`config.mk`:
```
export PLATFORM = sky130hd
export DESIGN_NAME = vsr_state
export DESIGN_NICKNAME = d
export VERILOG_FILES = /design/src/rtl/vsr_pkg.sv /design/src/rtl/vsr_wr_check.sv /design/src/rtl/vsr_setvl_unit.sv /design/src/rtl/vsr_field_decode.sv /design/src/rtl/vsr_state.sv
export SDC_FILE = /design/constraint.sdc
export NUM_CORES = 1
export LEC_CHECK = 0
export BUFFER_PORTS_ARGS = -buffer_cell sky130_fd_sc_hd__buf_2
export CORE_ASPECT_RATIO = 1.4
export CORE_MARGIN = 2
export CORE_UTILIZATION = 30
export CTS_BUF_LIST = sky130_fd_sc_hd__clkbuf_8 sky130_fd_sc_hd__clkbuf_16
export CTS_CLUSTER_SIZE = 8
export DETAILED_ROUTE_END_ITERATION = 12
export GPL_TIMING_DRIVEN = 0
export RECOVER_POWER = 100
export SYNTH_ARGS = -nofsm -noshare
export SYNTH_HDL_FRONTEND = slang
export SYNTH_SLANG_ARGS = --single-unit
```
`constraint.sdc`:
```
create_clock -name clk -period 4 [get_ports clk]
set_input_delay 0.8 -clock clk [delete_from_list [all_inputs] [get_ports clk]]
set_output_delay 0.8 -clock clk [all_outputs]
set_load 0.1 [all_outputs]
```
`src/rtl/vsr_pkg.sv`:
```
package vsr_pkg;
  localparam int LEN_W = 7;
  localparam int SEL_W = 2;
  localparam int NSEL  = 5;

  // Member order follows the register's MSB-first layout
  typedef struct packed {
    logic [LEN_W-1:0] maxvl;
    logic [LEN_W-1:0] vl;
    logic [LEN_W-1:0] srcstep;
    logic [LEN_W-1:0] dststep;
    logic [1:0]       subcode;
    logic [1:0]       substep;
    logic [NSEL-1:0][SEL_W-1:0] sel;
    logic [NSEL-1:0]  remap_en;
    logic [7:0]       rsvd;
    logic [LEN_W-1:0] hint;
    logic             remap_keep;
    logic             vfirst;
  } vstate_t;
endpackage

```
`src/rtl/vsr_wr_check.sv`:
```
module vsr_wr_check
  import vsr_pkg::*;
#(
  parameter int MAX_LEN = 64
) (
  input  logic [63:0] wr_data,
  output logic        ok,
  output vstate_t     fixed
);
  localparam logic [LEN_W-1:0] LIM = LEN_W'(MAX_LEN);

  vstate_t raw;

  always_comb begin
    raw = vstate_t'(wr_data);
    ok  = (raw.maxvl != '0) && (raw.maxvl <= LIM) && (raw.vl <= LIM)
          && (raw.srcstep < LIM) && (raw.dststep < LIM);
    fixed      = raw;
    fixed.rsvd = '0;
    if (raw.vl > raw.maxvl) fixed.vl = raw.maxvl;
  end
endmodule

```
`src/rtl/vsr_setvl_unit.sv`:
```
module vsr_setvl_unit
  import vsr_pkg::*;
#(
  parameter int MAX_LEN = 64,
  parameter int REQ_W   = 16
) (
  input  vstate_t          cur,
  input  logic [REQ_W-1:0] req_len,
  input  logic             set_max,
  input  logic [REQ_W-1:0] new_max,
  input  logic             set_sub,
  input  logic [2:0]       sub_cnt,
  output logic             ok,
  output vstate_t          nxt,
  output logic [LEN_W-1:0] granted
);
  localparam logic [REQ_W-1:0] LIM = REQ_W'(MAX_LEN);

  logic             max_ok;
  logic             sub_ok;
  logic [LEN_W-1:0] eff_max;

  always_comb begin
    max_ok  = !set_max || ((new_max != '0) && (new_max <= LIM));
    sub_ok  = !set_sub || ((sub_cnt >= 3'd1) && (sub_cnt <= 3'd4));
    ok      = max_ok && sub_ok;
    eff_max = set_max ? new_max[LEN_W-1:0] : cur.maxvl;
    if (req_len < REQ_W'(eff_max)) granted = req_len[LEN_W-1:0];
    else                           granted = eff_max;
    nxt       = cur;
    nxt.maxvl = eff_max;
    nxt.vl    = granted;
    if (set_sub) nxt.subcode = 2'(sub_cnt - 3'd1);
  end
endmodule

```
`src/rtl/vsr_field_decode.sv`:
```
module vsr_field_decode
  import vsr_pkg::*;
(
  input  vstate_t                st,
  output logic [LEN_W-1:0]       maxvl_o,
  output logic [LEN_W-1:0]       vl_o,
  output logic [LEN_W-1:0]       srcstep_o,
  output logic [LEN_W-1:0]       dststep_o,
  output logic [2:0]             subvl_o,
  output logic [1:0]             substep_o,
  output logic [NSEL-1:0]        remap_en_o,
  output logic [NSEL*SEL_W-1:0]  remap_sel_o,
  output logic [LEN_W-1:0]       hint_o,
  output logic                   remap_keep_o,
  output logic                   vfirst_o
);
  assign maxvl_o      = st.maxvl;
  assign vl_o         = st.vl;
  assign srcstep_o    = st.srcstep;
  assign dststep_o    = st.dststep;
  assign subvl_o      = {1'b0, st.subcode} + 3'd1;
  assign substep_o    = st.substep;
  assign remap_en_o   = st.remap_en;
  assign hint_o       = st.hint;
  assign remap_keep_o = st.remap_keep;
  assign vfirst_o     = st.vfirst;

  for (genvar i = 0; i < NSEL; i++) begin : g_sel
    assign remap_sel_o[i*SEL_W +: SEL_W] = st.sel[i];
  end
endmodule

```
`src/rtl/vsr_state.sv`:
```
module vsr_state
  import vsr_pkg::*;
#(
  parameter int MAX_LEN = 64,
  parameter int REQ_W   = 16,
  parameter int RST_MAX = 64
) (
  input  logic                  clk,
  input  logic                  rst_n,
  input  logic                  wr_en,
  input  logic [63:0]           wr_data,
  input  logic                  sv_en,
  input  logic [REQ_W-1:0]      sv_len,
  input  logic                  sv_set_max,
  input  logic [REQ_W-1:0]      sv_max,
  input  logic                  sv_set_sub,
  input  logic [2:0]            sv_sub,
  output logic [63:0]           state_o,
  output logic                  res_valid,
  output logic [LEN_W-1:0]      res_vl,
  output logic                  trap_o,
  output logic [LEN_W-1:0]      maxvl_o,
  output logic [LEN_W-1:0]      vl_o,
  output logic [LEN_W-1:0]      srcstep_o,
  output logic [LEN_W-1:0]      dststep_o,
  output logic [2:0]            subvl_o,
  output logic [1:0]            substep_o,
  output logic [NSEL-1:0]       remap_en_o,
  output logic [NSEL*SEL_W-1:0] remap_sel_o,
  output logic [LEN_W-1:0]      hint_o,
  output logic                  remap_keep_o,
  output logic                  vfirst_o
);
  vstate_t          st;
  logic             wr_ok;
  vstate_t          wr_fixed;
  logic             sv_ok;
  vstate_t          sv_nxt;
  logic [LEN_W-1:0] sv_granted;

  vsr_wr_check #(.MAX_LEN(MAX_LEN)) u_wr (
    .wr_data (wr_data),
    .ok      (wr_ok),
    .fixed   (wr_fixed)
  );

  vsr_setvl_unit #(.MAX_LEN(MAX_LEN), .REQ_W(REQ_W)) u_sv (
    .cur     (st),
    .req_len (sv_len),
    .set_max (sv_set_max),
    .new_max (sv_max),
    .set_sub (sv_set_sub),
    .sub_cnt (sv_sub),
    .ok      (sv_ok),
    .nxt     (sv_nxt),
    .granted (sv_granted)
  );

  always_ff @(posedge clk) begin
    if (!rst_n) begin
      st        <= '0;
      st.maxvl  <= LEN_W'(RST_MAX);
      trap_o    <= 1'b0;
      res_valid <= 1'b0;
      res_vl    <= '0;
    end else begin
      trap_o    <= 1'b0;
      res_valid <= 1'b0;
      if (wr_en) begin
        if (wr_ok) st <= wr_fixed;
        else       trap_o <= 1'b1;
      end else if (sv_en) begin
        if (sv_ok) begin
          st        <= sv_nxt;
          res_valid <= 1'b1;
          res_vl    <= sv_granted;
        end else begin
          trap_o <= 1'b1;
        end
      end
    end
  end

  assign state_o = st;

  vsr_field_decode u_dec (
    .st           (st),
    .maxvl_o      (maxvl_o),
    .vl_o         (vl_o),
    .srcstep_o    (srcstep_o),
    .dststep_o    (dststep_o),
    .subvl_o      (subvl_o),
    .substep_o    (substep_o),
    .remap_en_o   (remap_en_o),
    .remap_sel_o  (remap_sel_o),
    .hint_o       (hint_o),
    .remap_keep_o (remap_keep_o),
    .vfirst_o     (vfirst_o)
  );
endmodule

```
Word-level counts from Yosys, hierarchy flattened:

Cells that the tools add are included.

* word-level logic and storage cells: 68
* bits in registers: 73
* output and inout port bits: 130
* input port bits: 105

* $lt $le $gt $ge: 9
* eq/ne operators: 1
* muxes and demuxes: 13
* add/subtract/negate cells: 2
* bitwise gates (word level): 3
* reduce and logical (&&, ||, !) cells: 21

Operators with widths (count)
* $mux W64: 4
* $mux W7: 3
* $le A16 B7 Y1 const B: 1
* $lt A16 B7 Y1: 1
* $reduce_bool A16 Y1: 1
* $le A7 B7 Y1 const B: 2
* $lt A7 B7 Y1 const B: 2
* $gt A7 B7 Y1: 1
* $logic_and A1 B1 Y1: 7
* $reduce_bool A7 Y1: 1
* $reduce_and A3 Y1: 2
* $reduce_bool A2 Y1: 3
* $mux W1: 5
* $reduce_and A4 Y1: 1
* $add A2 B1 Y3 const B: 1
* $ge A3 B1 Y1 const B: 1
* $le A3 B3 Y1 const B: 1
* $not A1 Y1: 3
* $reduce_or A3 Y1: 1
* $logic_not A1 Y1: 2
* $logic_or A1 B1 Y1: 2
* $mux W2: 1
* $ne A2 B1 Y1 const B: 1
* $reduce_and A2 Y1: 1
* $sub A2 B1 Y2 const B: 1

Longest topological paths before layout:

Gate-level depths: netlist of run 1.

* depth after elaboration: 7
* depth in mapped cells: 10
* mapped depth without buffers: 9

Hierarchy:

A second synthesis of run 1 with hierarchy kept.

* cell total of the unflattened synthesis: 668
* area, all modules: 6200.9 sq um

Modules (own cells, without submodules)
* vsr_state: instances 1, cells an instance 402, seq. area each 1461.4 sq um, area an instance 4111.4 sq um
* vsr_setvl_unit: instances 1, cells an instance 113, seq. area each 0.0 sq um, area an instance 927.1 sq um
* vsr_wr_check: instances 1, cells an instance 97, seq. area each 0.0 sq um, area an instance 740.7 sq um
* vsr_field_decode: instances 1, cells an instance 56, seq. area each 0.0 sq um, area an instance 421.7 sq um

Worst setup path before layout of run 1:

Ideal clock, no wire load.

* path kind: input -> register
* from: input port sv_set_max
* to: register, netlist name state_o[50]
* buffers on the path: 1
* stages on the path: 10
* slack: 0.902 ns
* arrival time: 2.967 ns
* setup time: 0.132 ns
* data required time: 3.868 ns
* cells stage by stage: buf_2 -> mux2_2 -> inv_1 -> ha_1 -> o21ai_0 -> a22oi_1 -> a221oi_2 -> mux2_2 -> o211ai_1 -> o21ai_0

* cells in the longest elaborated chain, start to end: 6
* elaborated cells between the ends (all ways): 11
* classes of those cells: 1 x order compare; 5 x mux; 5 x reduce/logical

Ends and longest elaborated chain
* start: declaration: RTL line vsr_state.sv:14 `input logic sv_set_max,`
* $mux W7: RTL line vsr_setvl_unit.sv:27 `eff_max = set_max ? new_max[LEN_W-1:0] : cur.maxvl;`
* $lt A16 B7 Y1: RTL line vsr_setvl_unit.sv:28 `if (req_len < REQ_W'(eff_max)) granted = req_len[LEN_W-1:0];`
* $mux W7: RTL line vsr_setvl_unit.sv:28
* $mux W64: RTL line vsr_state.sv:73 `if (sv_ok) begin`
* $mux W64: RTL line vsr_state.sv:72 `end else if (sv_en) begin`
* $mux W64: RTL line vsr_state.sv:69 `if (wr_en) begin`

Several ways; a longest one is shown, not always the timed one. The select of a mux whose other input is x is not followed.
A chain may end at the register's enable or synchronous reset.

Worst setup path in the final report of run 1:

* from: input port sv_max[12]
* to: register, netlist name state_o[56]

* cells in the longest elaborated chain, start to end: 6
* elaborated cells between the ends (all ways): 7
* classes of those cells: 1 x order compare; 6 x reduce/logical

Ends and longest elaborated chain
* start: declaration: RTL line vsr_state.sv:15 `input logic [REQ_W-1:0] sv_max,`
* $le A16 B7 Y1 or $reduce_bool A16 Y1 (tied branches): RTL line vsr_setvl_unit.sv:24 `max_ok = !set_max || ((new_max != '0) && (new_max <= LIM));`
* $logic_and A1 B1 Y1 *: RTL line vsr_setvl_unit.sv:24
* $logic_or A1 B1 Y1 *: RTL line vsr_setvl_unit.sv:24
* $logic_and A1 B1 Y1 *: RTL line vsr_setvl_unit.sv:26 `ok = max_ok && sub_ok;`
* $reduce_bool A2 Y1 (no line) *
* $reduce_and A3 Y1 (no line) *

Mark *: on every way between the ends. The rest lies on a longest branch, timed or not.

==> qor.yml, run 1 <==
outcome: "completed"
synth_compound_gate_area_share_pct: 16.01
clock-root-buffer: "clkbuf_16"
report.power.total_w: 0.001908
yosysUniqueCellTypes: 43
antenna_cells: 0
synth_area_per_cell_um2: 7.982
aggregate_negative_setup_slack_ns: 0
total_gr_overflow: 0
wire_length_of_the_first_global_routing_pass_um: 18840
async_reset_ff_share_pct: 0
actual_transition_at_the_worst_max_transition_pin_ns: 1.205
place_ws_ns: 0.4133
post_cts.repair.setup_buffers: 0
tot_gr_track_use_pct: 18.05
switchingPower_w: 0.0006538
clock_tree_from_tritoncts: "done"
dpl.hpwl_um: 10120
final_util_pct: 42.80
multiInputGateArea_um2: 1745
stdcell_count: 848
rsz_0062_raised_after_global_routing: "false"
area_delta_synth_final_pct: 38.15
arrival_ns: 3.77
drt_first_iter_violations: 83
ff_latch_area_um2: 1301
num_rows: 47
drv_cap: 0
gp_routability_congestion: 0.9217
finalCritPeriodShare_pct: 88.67
number_of_enable_type_register_cells_in_the_synthesized_netlist: 0
setup_viol: 0
route.detailed.drc: 0
cts-resized-gates: 0
fp.dieArea_um2: 13180
chipHeight_um: 135.0
instance_count_along_the_most_critical_hold_path: 2
cp_required_ns: 4.22
max_clock_freq_mhz: 281.9
clock_slew_at_reported_path_ffs_ns: 0.06
synth_adder_area_share_pct: 5.440
num_io_pins: 235
yosysTopAreaCellShare_pct: 35.36
postCtsHoldBufs: 0
post_layout_minimum_cycle_time_ns: 3.547
r2r_setup_slack_ns: 1.14
post_synth_instance_area_um2: 3680
wirelength_routed_um: 12360
via_count_of_the_first_global_routing_pass: 3745
p_leak_nw: 2.170
initial_utilization_pct: 30.98
worst_skew_pair.late_latency_ns: 0.33
cp-end-kind: "register"
number_of_nets_in_the_layout: 817
number_of_clock_sinks: 65
detailroute.via_count: 3950
hold_violations: 0
synth_seq_cells: 65
synth_top_flop_cell: "dfxtp_1"
post_synth_mux_area_share_pct: 6.188
grt_antenna_before_repair: 0
die_width_um: 97.60
io_buffer_count: 217
pwr-share-comb_pct: 24.1
peak_vdd_ir_mv: 0.1780
cts_h_tree_depth: 3
vias_per_cell: 4.658
layout_common_cells: "clkbuf_1, buf_2, nand2_1, dfxtp_1, buf_4"
route.detailed.wl_per_inst_um: 14.57
cts_buffers: 9
crit_type: "primary input to register"
timing.final.max_slew_violations: 0
pwr_per_cell_area_nw_per_um2: 375.4
pin_count_of_the_biggest_net_entering_global_routing: 13
maxSlewHeadroom_pct: 19.99
n_fill_cell: 1307
path_max_fanout: 10
synth_top_cells_by_area: "dfxtp_1, buf_4, nand2_1, a21oi_1, ha_1"
ctsLongestPathBuffers: 2
min_path_type: "register to register"
sequentialPowerShare_pct: 35.2
fraction_of_layout_cells_with_a_size_suffix_above_1_pct: 26.96
seq_area_frac_synth_pct: 35.36
smallest_setup_slack_after_layout_ns: 0.4532
intPower_w: 0.001255
skew_ns: 0.002008
total_core_area_um2: 11880
ys_warn_count: 0
basic_gate_share_of_the_synthesized_area_counting_and_or_nand_and_nor_cells_pct: 19.55
timing.reg2reg.worst_path_depth: 9
synth_xor_area_share_pct: 0
mostFrequentLayoutCell: "clkbuf_1"
synth_top_family_by_area: "simple AND/OR/NAND/NOR gates"
synth_cells: 461
synthDominantAreaCellType: "dfxtp_1"
clockPowerShare_pct: 40.7
switching_share_pct: 34.26
worstSetupStartpointType: "primary input"
placed_cells_incl_taps: 832
antenna_violating_nets_post_route: 0
drt_pass1_iterations: 4
==> Yosys cell counts (all sizes together) (2+ instances only) <==
library cell / number
a211o: 3
a211oi: 3
a21o: 3
a21oi: 51
and3: 4
buf: 71
clkbuf: 15
dfxtp: 65
ha: 16
inv: 18
mux2: 14
mux2i: 7
nand2: 84
nand2b: 2
nand3: 15
nand4: 4
nor2: 22
nor2b: 11
nor3: 2
nor4: 5
o211ai: 9
o21ai: 15
o31ai: 3
or3: 3
or4: 4
==> per-layer routing <==
metal / vias up / track usage [%] / routed length [um]
li1: 1967 / - / -
met1: 1779 / 19.18 / 4652
met2: 178 / 32.84 / 6330
met3: 26 / 4.089 / 891
met4: 0 / 9.954 / 480
met5: - / 0 / 0
==> sequential cells by signal, indices dropped and copies added, names as in the netlist <==
signal	cells
res_valid	1
state_o	56
trap_o	1
res_vl	7
==> logic make-up after synthesis <==
family,count (synthesis)
AND/OR/NAND/NOR,159
buffers and inverters,104
AO/OA/AOI/OAI,95
flip-flops,65
multiplexers,21
adder cells (fa/ha/maj),16
other,1
==> area by class of cell <==
type | count | share of cell area (%)
Buffer | 86 | 10.95
Sequential cell | 65 | 25.60
Timing Repair Buffer | 217 | 18.34
Tap cell | 147 | 3.618
Multi-Input combinational cell | 299 | 34.33
Clock buffer | 9 | 4.430
Inverter | 18 | 1.329
Clock inverter | 7 | 1.403
==> power by group through the flow <==
| stage | Combinational, W | Clock (W) | Sequential, W |
|---|---|---|---|
| CTS | 0.000470 | 0.000803 | 0.000672 |
| finish | 0.000460 | 0.000776 | 0.000672 |
| detailed placement | 0.000469 | 0 | 0.000686 |
| global route | 0.000486 | 0.000832 | 0.000674 |
| floorplan | 0.000253 | 0 | 0.000781 |
| global placement | 0.000467 | 0 | 0.000685 |
==> stage by stage <==
stage          hold slack [ns]  instance area [um2]
4_1_cts                 0.4708                 5273
6_report                0.4737                 5084
5_1_grt                 0.5020                 5084
3_3_place_gp            0.4562                 4976
3_5_place_dp            0.4621                 4976
2_1_floorplan           0.8960                 3706
==> path summary, 6_finish.rpt <==
path                  to         from
max          state_o[56]   sv_max[12]
min          state_o[30]  state_o[30]
max reg2reg  state_o[53]  state_o[60]
min reg2reg  state_o[30]  state_o[30]
==> worst max-delay path: stages <==
cell and delay, ns:
buf_2 0.11, or4_1 0.50, a311o_1 0.37, a2111oi_0 0.60
clkbuf_1 0.63, o21ai_0 0.40, o41ai_1 0.34
Power figures use the tool's default switching activity.
==> inputs of run 2 (changes only) <==
--- a/config.mk
+++ b/config.mk
@@ -6,13 +6,16 @@
 export NUM_CORES = 1
 export LEC_CHECK = 0
 export BUFFER_PORTS_ARGS = -buffer_cell sky130_fd_sc_hd__buf_2
+export CAP_MARGIN = 20
+export CELL_PAD_IN_SITES_DETAIL_PLACEMENT = 1
+export CELL_PAD_IN_SITES_GLOBAL_PLACEMENT = 1
 export CORE_ASPECT_RATIO = 1.4
-export CORE_MARGIN = 2
-export CORE_UTILIZATION = 30
+export CORE_UTILIZATION = 29
 export CTS_BUF_LIST = sky130_fd_sc_hd__clkbuf_8 sky130_fd_sc_hd__clkbuf_16
 export CTS_CLUSTER_SIZE = 8
 export DETAILED_ROUTE_END_ITERATION = 12
 export GPL_TIMING_DRIVEN = 0
+export PLACE_DENSITY_LB_ADDON = 0.1
 export RECOVER_POWER = 100
 export SYNTH_ARGS = -nofsm -noshare
 export SYNTH_HDL_FRONTEND = slang
==> qor.yml, run 2 (same netlist as run 1, synthesis figures left out) <==
cts_h_tree_depth: 3
ff_latch_area_um2: 1301
total_gr_overflow: 0
pwr_per_cell_area_nw_per_um2: 379.0
aggregate_negative_setup_slack_ns: 0
switching_share_pct: 33.37
route.detailed.drc: 0
finalCritPeriodShare_pct: 86.45
gp_routability_congestion: 0.9052
setup_viol: 0
hold_violations: 0
fp.dieArea_um2: 13150
intPower_w: 0.001288
cts_buffers: 9
io_buffer_count: 217
worst_skew_pair.late_latency_ns: 0.33
drt_pass1_iterations: 4
path_cells: "buf_2 -> or4_1 -> a311o_1 -> a2111oi_0 -> clkbuf_1 -> o21ai_0 -> o41ai_1"
cp_max_stage_delay_ns: 0.61
path_delay_family: "compound AO/OA/AOI/OAI gates"
chipHeight_um: 135.3
path_max_fanout: 10
multiInputGateArea_um2: 1745
vias_per_cell: 4.695
pwr-share-comb_pct: 23.8
fraction_of_layout_cells_with_a_size_suffix_above_1_pct: 26.82
mostFrequentLayoutCell: "clkbuf_1"
number_of_nets_in_the_layout: 817
wire_length_of_the_first_global_routing_pass_um: 20660
p_leak_nw: 2.185
initial_utilization_pct: 29.74
timing.reg2reg.worst_path_depth: 9
num_io_pins: 235
instance_count_along_the_most_critical_hold_path: 2
dpl.hpwl_um: 11130
number_of_clock_sinks: 65
drv_cap: 0
wirelength_routed_um: 13440
actual_transition_at_the_worst_max_transition_pin_ns: 1.220
worstSetupStartpointType: "primary input"
critical_path_buf_inv_count: 2
antenna_violating_nets_post_route: 0
largest_register_ffs: 56
clock_slew_at_reported_path_ffs_ns: 0.06
clock_tree_from_tritoncts: "done"
total_stage_count_of_the_critical_path: 7
timing.critical_path.slowest_stage_cell: "clkbuf_1"
report.power.total_w: 0.001933
timing.final.max_slew_violations: 0
switchingPower_w: 0.0006451
clockPowerShare_pct: 41.4
detailroute.via_count: 4000
clock-root-buffer: "clkbuf_16"
total_core_area_um2: 12370
grt_antenna_before_repair: 1
cp_required_ns: 4.22
tot_gr_track_use_pct: 20.09
r2r_setup_slack_ns: 1.07
sequentialPowerShare_pct: 34.8
min_path_type: "register to register"
num_rows: 48
postCtsHoldBufs: 0
arrival_ns: 3.68
area_delta_synth_final_pct: 38.63
die_width_um: 97.20
route.detailed.wl_per_inst_um: 15.77
n_fill_cell: 1635
via_count_of_the_first_global_routing_pass: 4018
outcome: "completed"
post_layout_minimum_cycle_time_ns: 3.458
pin_count_of_the_biggest_net_entering_global_routing: 12
maxSlewHeadroom_pct: 18.99
final_util_pct: 41.23
cp-end-kind: "register"
cts-resized-gates: 0
skew_ns: 0.01115
post_cts.repair.setup_buffers: 0
drt_first_iter_violations: 44
layout_common_cells: "clkbuf_1, buf_2, nand2_1, dfxtp_1, buf_4"
peak_vdd_ir_mv: 0.1647
ctsLongestPathBuffers: 2
max_clock_freq_mhz: 289.2
rsz_0062_raised_after_global_routing: "false"
crit_type: "primary input to register"
-- run 2: changes by cell type in the layout (fill, tap and decap cells not counted), sizes merged --
| cell | change |
|---|---|
| clkbuf | +2 |
| clkinv | -1 |
| clkinvlp | -2 |
| diode | +1 |
| inv | +1 |
-- run 2: final timing paths --
path            endpoint        start
max reg2reg  state_o[51]  state_o[60]
max          state_o[56]    sv_max[9]
min reg2reg  state_o[38]  state_o[38]
min          state_o[38]  state_o[38]
-- run 2: layer usage --
layer,share of wire (%),GRT usage [%],vias to the layer above
met5,0,0,-
met4,3.7,10.03,0
met3,5.6,4.850,22
met2,53,37.79,154
met1,38,20.60,1853
li1,-,-,1971
-- run 2: power by group through the flow --
stage | registers, W | clock network [W] | logic [W]
global route | 0.000675 | 0.000854 | 0.000487
CTS | 0.000673 | 0.000826 | 0.000473
global placement | 0.000686 | 0 | 0.000464
detailed placement | 0.000687 | 0 | 0.000471
finish | 0.000673 | 0.000801 | 0.000460
floorplan | 0.000781 | 0 | 0.000253
-- run 2: layout make-up --
class / count / share of cell area [%]
Antenna cell: 1 / 0.04906
Buffer: 86 / 10.91
Clock buffer: 11 / 4.955
Clock inverter: 5 / 1.079
Inverter: 18 / 1.325
Multi-Input combinational cell: 299 / 34.22
Sequential cell: 65 / 25.51
Tap cell: 150 / 3.679
Timing Repair Buffer: 217 / 18.27
-- run 2: through the flow --
stage	instance area, um2	hold slack (ns)	cells	worst slack [ns]
after floorplan	3706	0.8960	468	0.9015
after global placement	4980	0.4562	835	0.4498
after detailed placement	4980	0.4645	835	0.3498
after CTS	5288	0.4720	851	0.6798
after global routing	5101	0.4938	852	0.2706
final	5101	0.4692	852	0.5418
-- run 2: worst min-delay path, cell delays in order, from the launching register on --
cell and delay (ns):
dfxtp_1 0.31, nand2_1 0.05, a21oi_1 0.05
